--- src/rtl/icn_pkg.sv ---
// Package: icn_pkg
// Shared sizing helpers for the bus interconnect.
// Assumes: all sizes are positive integers.
package icn_pkg;

    // Width of an index able to address n items (never below 1).
    function automatic int idx_w(input int n);
        return (n > 1) ? $clog2(n) : 1;
    endfunction

    // Width of a counter able to hold the value n.
    function automatic int cnt_w(input int n);
        return $clog2(n + 1);
    endfunction

endpackage

--- src/rtl/icn_addr_decode.sv ---
// Module: icn_addr_decode
// Turns the selected slave index into a one-hot strobe vector.
// Assumes: req is already the AND of master cycle and strobe; block
// carries every reason to withhold the request this cycle.
module icn_addr_decode #(
    parameter int NUM_SLV = 4,
    parameter int IW      = 2
) (
    input  logic               req,
    input  logic               block,
    input  logic [IW-1:0]      sel,
    output logic [NUM_SLV-1:0] stb
);

    // One comparator per slave port; only the matching one may fire.
    for (genvar i = 0; i < NUM_SLV; i++) begin : g_stb
        assign stb[i] = req && !block && (sel == IW'(i));
    end

endmodule

--- src/rtl/icn_owner_fifo.sv ---
// Module: icn_owner_fifo
// Circular queue of slave indices, one per accepted and unanswered request.
// Assumes: the caller never pushes when full nor pops when empty; flush
// and reset both empty the queue on the clock edge.
module icn_owner_fifo
    import icn_pkg::*;
#(
    parameter int DEPTH = 4,
    parameter int IW    = 2
) (
    input  logic          clk,
    input  logic          rst_n,
    input  logic          flush,
    input  logic          push,
    input  logic [IW-1:0] push_idx,
    input  logic          pop,
    output logic          empty,
    output logic          full,
    output logic [IW-1:0] head_idx
);

    localparam int PW = idx_w(DEPTH);
    localparam int CW = cnt_w(DEPTH);

    logic [IW-1:0] slot_q [DEPTH];
    logic [PW-1:0] rd_q;
    logic [PW-1:0] wr_q;
    logic [CW-1:0] cnt_q;

    // Advance a pointer, wrapping at DEPTH-1 for any depth.
    function automatic logic [PW-1:0] bump(input logic [PW-1:0] p);
        return (p == PW'(DEPTH - 1)) ? '0 : p + 1'b1;
    endfunction

    // Storage write: record the owner slave of each accepted request.
    always_ff @(posedge clk) begin
        if (push) begin
            slot_q[wr_q] <= push_idx;
        end
    end

    // Pointer and occupancy upkeep; reset and flush clear everything.
    always_ff @(posedge clk) begin
        if (!rst_n || flush) begin
            rd_q  <= '0;
            wr_q  <= '0;
            cnt_q <= '0;
        end else begin
            if (push) begin
                wr_q <= bump(wr_q);
            end
            if (pop) begin
                rd_q <= bump(rd_q);
            end
            case ({push, pop})
                2'b10:   cnt_q <= cnt_q + 1'b1;
                2'b01:   cnt_q <= cnt_q - 1'b1;
                default: cnt_q <= cnt_q;
            endcase
        end
    end

    assign empty    = (cnt_q == '0);
    assign full     = (cnt_q == CW'(DEPTH));
    assign head_idx = slot_q[rd_q];

endmodule

--- src/rtl/icn_resp_mux.sv ---
// Module: icn_resp_mux
// Steers acknowledge and read data from the owner slave, and the stall
// from the addressed slave, back to the master.
// Assumes: head_idx is meaningful only while pending is high.
module icn_resp_mux #(
    parameter int NUM_SLV = 4,
    parameter int DATA_W  = 16,
    parameter int IW      = 2
) (
    input  logic                           m_cyc,
    input  logic                           pending,
    input  logic [IW-1:0]                  head_idx,
    input  logic [IW-1:0]                  sel,
    input  logic [NUM_SLV-1:0]             s_ack,
    input  logic [NUM_SLV-1:0]             s_stall,
    input  logic [NUM_SLV-1:0][DATA_W-1:0] s_rdata,
    output logic                           ack,
    output logic [DATA_W-1:0]              rdata,
    output logic                           sel_stall
);

    // Response path: only the owner of the oldest request may answer.
    always_comb begin
        ack   = m_cyc && pending && s_ack[head_idx];
        rdata = pending ? s_rdata[head_idx] : '0;
    end

    // Stall path: the stall of whichever slave the address points at.
    assign sel_stall = s_stall[sel];

endmodule

--- src/rtl/icn_bus_decoder.sv ---
// Module: icn_bus_decoder
// One master to 2**SEL_W slaves over a pipelined strobe/stall/ack bus.
// The top SEL_W address bits pick the slave; the rest form the local
// address. Outstanding requests are tracked so responses stay in order.
// Assumes: single master; slaves acknowledge in request order and never
// in the cycle a request is accepted.
module icn_bus_decoder
    import icn_pkg::*;
#(
    parameter  int ADDR_W     = 20,
    parameter  int SEL_W      = 2,
    parameter  int DATA_W     = 16,
    parameter  int PEND_DEPTH = 4,
    localparam int NUM_SLV    = 1 << SEL_W,
    localparam int LOC_W      = ADDR_W - SEL_W
) (
    input  logic                           clk,
    input  logic                           rst_n,
    input  logic                           m_cyc,
    input  logic                           m_stb,
    input  logic                           m_we,
    input  logic [ADDR_W-1:0]              m_adr,
    input  logic [DATA_W-1:0]              m_wdata,
    output logic [DATA_W-1:0]              m_rdata,
    output logic                           m_ack,
    output logic                           m_stall,
    output logic                           m_clk,
    output logic                           m_rst_n,
    output logic [NUM_SLV-1:0]             s_clk,
    output logic [NUM_SLV-1:0]             s_rst_n,
    output logic [NUM_SLV-1:0]             s_stb,
    output logic [NUM_SLV-1:0]             s_we,
    output logic [NUM_SLV-1:0][LOC_W-1:0]  s_adr,
    output logic [NUM_SLV-1:0][DATA_W-1:0] s_wdata,
    input  logic [NUM_SLV-1:0][DATA_W-1:0] s_rdata,
    input  logic [NUM_SLV-1:0]             s_ack,
    input  logic [NUM_SLV-1:0]             s_stall
);

    localparam int IW = SEL_W;

    logic [IW-1:0] sel;
    logic          req;
    logic          q_empty;
    logic          q_full;
    logic [IW-1:0] head_idx;
    logic          conflict;
    logic          block;
    logic          sel_stall;
    logic          accept;

    // Request qualification and hold-off decision.
    always_comb begin
        sel      = m_adr[ADDR_W-1 -: SEL_W];
        req      = m_cyc && m_stb;
        conflict = !q_empty && (head_idx != sel);
        block    = conflict || q_full;
        m_stall  = block || sel_stall;
        accept   = req && !m_stall;
    end

    icn_addr_decode #(
        .NUM_SLV (NUM_SLV),
        .IW      (IW)
    ) decode_i (
        .req   (req),
        .block (block),
        .sel   (sel),
        .stb   (s_stb)
    );

    icn_owner_fifo #(
        .DEPTH (PEND_DEPTH),
        .IW    (IW)
    ) owner_i (
        .clk      (clk),
        .rst_n    (rst_n),
        .flush    (!m_cyc),
        .push     (accept),
        .push_idx (sel),
        .pop      (m_ack),
        .empty    (q_empty),
        .full     (q_full),
        .head_idx (head_idx)
    );

    icn_resp_mux #(
        .NUM_SLV (NUM_SLV),
        .DATA_W  (DATA_W),
        .IW      (IW)
    ) resp_i (
        .m_cyc     (m_cyc),
        .pending   (!q_empty),
        .head_idx  (head_idx),
        .sel       (sel),
        .s_ack     (s_ack),
        .s_stall   (s_stall),
        .s_rdata   (s_rdata),
        .ack       (m_ack),
        .rdata     (m_rdata),
        .sel_stall (sel_stall)
    );

    // Master-side clock and reset fan-out.
    assign m_clk   = clk;
    assign m_rst_n = rst_n;

    // Per-slave broadcast of clock, reset, address, data and write-enable.
    for (genvar i = 0; i < NUM_SLV; i++) begin : g_slv
        assign s_clk[i]   = clk;
        assign s_rst_n[i] = rst_n;
        assign s_we[i]    = m_we;
        assign s_adr[i]   = m_adr[LOC_W-1:0];
        assign s_wdata[i] = m_wdata;
    end

endmodule

--- config.mk ---
export PLATFORM = sky130hd
export DESIGN_NAME = icn_bus_decoder
export DESIGN_NICKNAME = d
export VERILOG_FILES = /design/src/rtl/icn_pkg.sv /design/src/rtl/icn_addr_decode.sv /design/src/rtl/icn_owner_fifo.sv /design/src/rtl/icn_resp_mux.sv /design/src/rtl/icn_bus_decoder.sv
export SDC_FILE = /design/constraint.sdc
export NUM_CORES = 1
export LEC_CHECK = 0
export BUFFER_PORTS_ARGS = -buffer_cell sky130_fd_sc_hd__buf_4
export CORE_AREA = 4 4 109 111
export CTS_CLUSTER_SIZE = 14
export DETAILED_ROUTE_END_ITERATION = 16
export DIE_AREA = 0 0 113 115
export GPL_ROUTABILITY_DRIVEN = 0
export GPL_TIMING_DRIVEN = 0
export HOLD_SLACK_MARGIN = 0.06
export MAX_ROUTING_LAYER = met4
export PLACE_DENSITY = 0.58
export SYNTH_ARGS = -nofsm -noshare
export SYNTH_HDL_FRONTEND = slang
export SYNTH_SLANG_ARGS = --single-unit
--- constraint.sdc ---
create_clock -name clk -period 8.6 [get_ports clk]
set_input_delay 0.43 -clock clk [delete_from_list [all_inputs] [get_ports clk]]
set_output_delay 0.43 -clock clk [all_outputs]
set_load 0.02 [all_outputs]
==> Word-level counts from Yosys, hierarchy flattened <==
Memories as Yosys holds them, arrays and structs flattened. A register that Yosys moved wholly into a read port is not among the register bits.
Index checks and enable logic that the tools add are counted.
Widths: inputs -> output; s select.
{ "classes": {"n_eq_ne": 9, "n_addsub": 4, "magnitude_cmp": 2, "reduce_logical": 21, "n_mux": 14} }
{ "ops": {"columns": ["operator", "count"], "rows": [
  ["$bmux 16 s2", 1],
  ["$mux 16", 2],
  ["$eq 2x2->1 const B", 5],
  ["$logic_and 1x1->1", 10],
  ["$mux 2", 4],
  ["$lt 2x3->1 const B", 2],
  ["$pmux 3 s2", 1],
  ["$logic_not 1->1", 5],
  ["$add 2x1->2 const B", 2],
  ["$bmux 1 s2", 2],
  ["$eq 2x1->1 const B", 2],
  ["$mux 1", 4],
  ["$add 3x1->3 const B", 1],
  ["$eq 3x3->1 const B", 1],
  ["$logic_not 3->1", 1],
  ["$logic_or 1x1->1", 3],
  ["$sub 3x1->3 const B", 1],
  ["$logic_not 2->1", 1],
  ["$ne 2x2->1", 1],
  ["$reduce_bool 2->1", 1]
]} }
{ "totals": {"inputBits": 113, "mem_count": 1, "regBits": 7, "ramBits": 8, "wordCells": 54, "out_inout_bits": 172} }
{ "memory_table": {"columns": ["memory", "depth", "width", "read_ports", "rd_clocked_by_memory_dff", "write_ports", "line", "source"], "rows": [
  ["owner_i.slot_q", 4, 2, 1, 1, 1, "icn_owner_fifo.sv:25", "logic [IW-1:0] slot_q [DEPTH];"]
]} }

==> Depth between registers and ports, before layout <==
{ "logic_depth": {"depth_word": 9, "ltp_mapped": 12, "depth_no_buf": 11} }

==> By module <==
A second synthesis with hierarchy kept.
{ "hier_totals": {"hier_cells": 282, "hier_area_um2": 2498.6} }
{ "modules_own_cells": {"columns": ["mod", "area_per_inst_um2", "n_inst", "seq_area_each_um2", "cells_per_inst"], "rows": [
  ["icn_bus_decoder", 1183.6, 1, 0.0, 159],
  ["icn_owner_fifo", 739.5, 1, 420.4, 59],
  ["icn_resp_mux", 525.5, 1, 0.0, 60],
  ["icn_addr_decode", 50.0, 1, 0.0, 4]
]} }

==> reports/metrics.yaml <==
status: "finished clean"
die_h_um: 115
synth_edf_count: 8
track_usage: 0.131
ys_seq_area_frac: 0.166
tightest_slew_ps: 586
fp-row-count: 38
antenna_found_initial: 0
yosys.area.top_type_share: 0.443
startpoint_type: "clock port"
worstHoldStart: "m_adr[18]"
io_pins: 285
io_buffers: 249
synth.distinct_cells: 29
route.detailed.drc: 0
sw_frac_of_total: 0.330
wl_mm: 8.99
combPwrFrac: 0.408
pwr-share-seq: 0.161
clkTransAtPathRegs_ps: 60
critPathMaxStageDelay_ps: 140
drv_slew: 0
yosys.area_share.simple: 0.102
skew_ps: 1.68
cap_viol_max_count: 0
drt_first_iter_violations: 92
ctsResizeCount: 0
tns_ps: 0
synth-async-reset-ratio: 0
post_cts_buffers: 0
dieArea_mm2: 0.0130
rr_endpoint: "owner_i.cnt_q[2]"
rsz0062_at_grt: "false"
power_switching_uw: 176
internal-power_uw: 357
cp.arrival_ps: 4810
ys_ff_latch: 17
fin_util: 0.436
syn_nets: 386
synth-compound-area-share: 0.0266
start_util: 0.235
yosys.area_share.adder: 0.0374
drive_above_1_share: 0.830
diodes: 0
synth_top_family_by_area: "buffers and inverters"
cp_slowest_cell: "buf_4"
synthCells: 266
cts_tree: "done"
n_fill_cell: 1077
crit_type: "clock port to primary output"
crit_start: "clk"
ant_nets: 0
worstPathCellList: "clkbuf_8, clkbuf_8, buf_4, buf_4"
synth_area_leader_cell: "buf_4"
cp_max_fo: 3
cellPowerDensity_mw_per_mm2: 113
max-slew-margin-rel: 0.610
p_leak_nw: 2.50
dr.pass1.iters: 4
worstHoldPathType: "input pin to register"
synth_flop_cell: "dfxtp_1"
nets: 644
dp_hpwl_mm: 8.14
place_ws_ps: 3620
cp-end-kind: "primary output"
synth_mux_area_frac: 0.181
synth.cell_area_mm2: 0.00254
path_buf_inv: 4
r2r_setup_slack_ps: 5610
endpoint: "s_clk[3]"
grt_start_max_net_pins: 11
crit_family: "buffers and inverters"
cp.depth: 4
synth_area_leaders: "buf_4 44%, mux4_2 18%, edfxtp_1 9.5%, dfxtp_1 7.1%, and2_1 3.9%"
setup_viol: 0
hold_violations: 0
synth_warnings: 0
synth-xor-area-share: 0.0167
clk_latency_ps: 340
grt_first_pass_wirelength_mm: 13.2
rr_worst_depth: 12
pwr-share-clk: 0.431
cts_hold_buf: 0
irDropWorstVdd_mv: 0.305
via_per_inst: 3.87
syn-mean-instance-area_um2: 9.55
holdWs_ps: 359
vias: 2568
die_w_um: 113
post_drt_wl_per_cell_um: 13.5
grt_pass1_vias: 2652
core_area_mm2: 0.0108
syn_to_final_growth_pct: 85.1
setup_ws_ps: 3360
grt_remaining_overflow: 0
worstPathRequired_ps: 8170
-- area by class of cell --
cell class | count | area (µm²) | share of cell area
inverter | 6 | 22.5 | 0.00479
multi-input combinational | 87 | 926 | 0.197
clock buffer | 13 | 138 | 0.0293
buffer | 156 | 1170 | 0.249
sequential | 17 | 420 | 0.0894
tap | 140 | 175 | 0.0373
timing repair buffer | 244 | 1830 | 0.390
clock inverter | 1 | 17.5 | 0.00373
-- how the worst min path moves through the flow --
| stage | to | cells after the start |
|---|---|---|
| floorplan | owner_i.cnt_q[2] | 2 |
| global placement | owner_i.cnt_q[2] | 2 |
| detailed placement | owner_i.cnt_q[2] | 2 |
| CTS | owner_i.slot_q[1][0] | 1 |
| global route | owner_i.slot_q[0][1] | 1 |
| finish | owner_i.slot_q[0][0] | 1 |
-- cells by family (layout without fill, tap and decap cells) --
| logic type | Yosys count | in the layout |
|---|---|---|
| DFF | 17 | 17 |
| buffers and inverters | 162 | 420 |
| AOI/OAI and AO/OA | 9 | 9 |
| xor gates and xnor gates | 4 | 4 |
| adders and majority gates | 7 | 7 |
| and+or+nand+nor | 46 | 46 |
| muxes | 21 | 21 |
-- per-stage QoR --
step | instances | area, µm² | total power [mW]
floorplan | 266 | 2540 | 0.283
global placement | 655 | 4580 | 0.406
detailed placement | 655 | 4580 | 0.409
CTS | 664 | 4700 | 0.542
global route | 664 | 4700 | 0.564
finish | 664 | 4700 | 0.533
-- Yosys cell counts, types with 3 or more instances --
library cell	number
mux4_2	20
nor2_1	7
buf_4	150
ha_1	6
or3_1	3
and3_1	5
clkbuf_1	3
and2_1	16
edfxtp_1	8
dfxtp_1	9
xor2_1	3
a21oi_1	4
buf_6	3
nand2_1	4
nor3_1	3
inv_1	6
-- metal layers --
metal	track usage	vias up	wire, µm
li1	-	1257	-
met1	0.122	1167	2760
met2	0.258	130	5190
met3	0.0342	14	908
met4	0.0433	0	143
met5	-	-	0
-- placed cells by master (no fill, tap or decap), types with 4 or more instances in the layout --
| cell | netlist | final |
|---|---|---|
| mux4_2 | 20 | 20 |
| clkbuf_8 | 0 | 7 |
| and3_1 | 5 | 5 |
| clkbuf_1 | 3 | 4 |
| inv_1 | 6 | 6 |
| ha_1 | 6 | 6 |
| a21oi_1 | 4 | 4 |
| edfxtp_1 | 8 | 8 |
| nand2_1 | 4 | 4 |
| buf_4 | 150 | 399 |
| nor2_1 | 7 | 7 |
| and2_1 | 16 | 16 |
| dfxtp_1 | 9 | 9 |
-- power groups by stage --
stage               logic (mW)  clock network, mW  registers, mW
floorplan                0.128             0.0679         0.0876
global placement         0.218              0.101         0.0877
detailed placement       0.220              0.101         0.0878
CTS                      0.221              0.235         0.0860
global route             0.230              0.247         0.0861
finish                   0.217              0.230         0.0860
No activity file was read; power rests on OpenSTA's default activity.
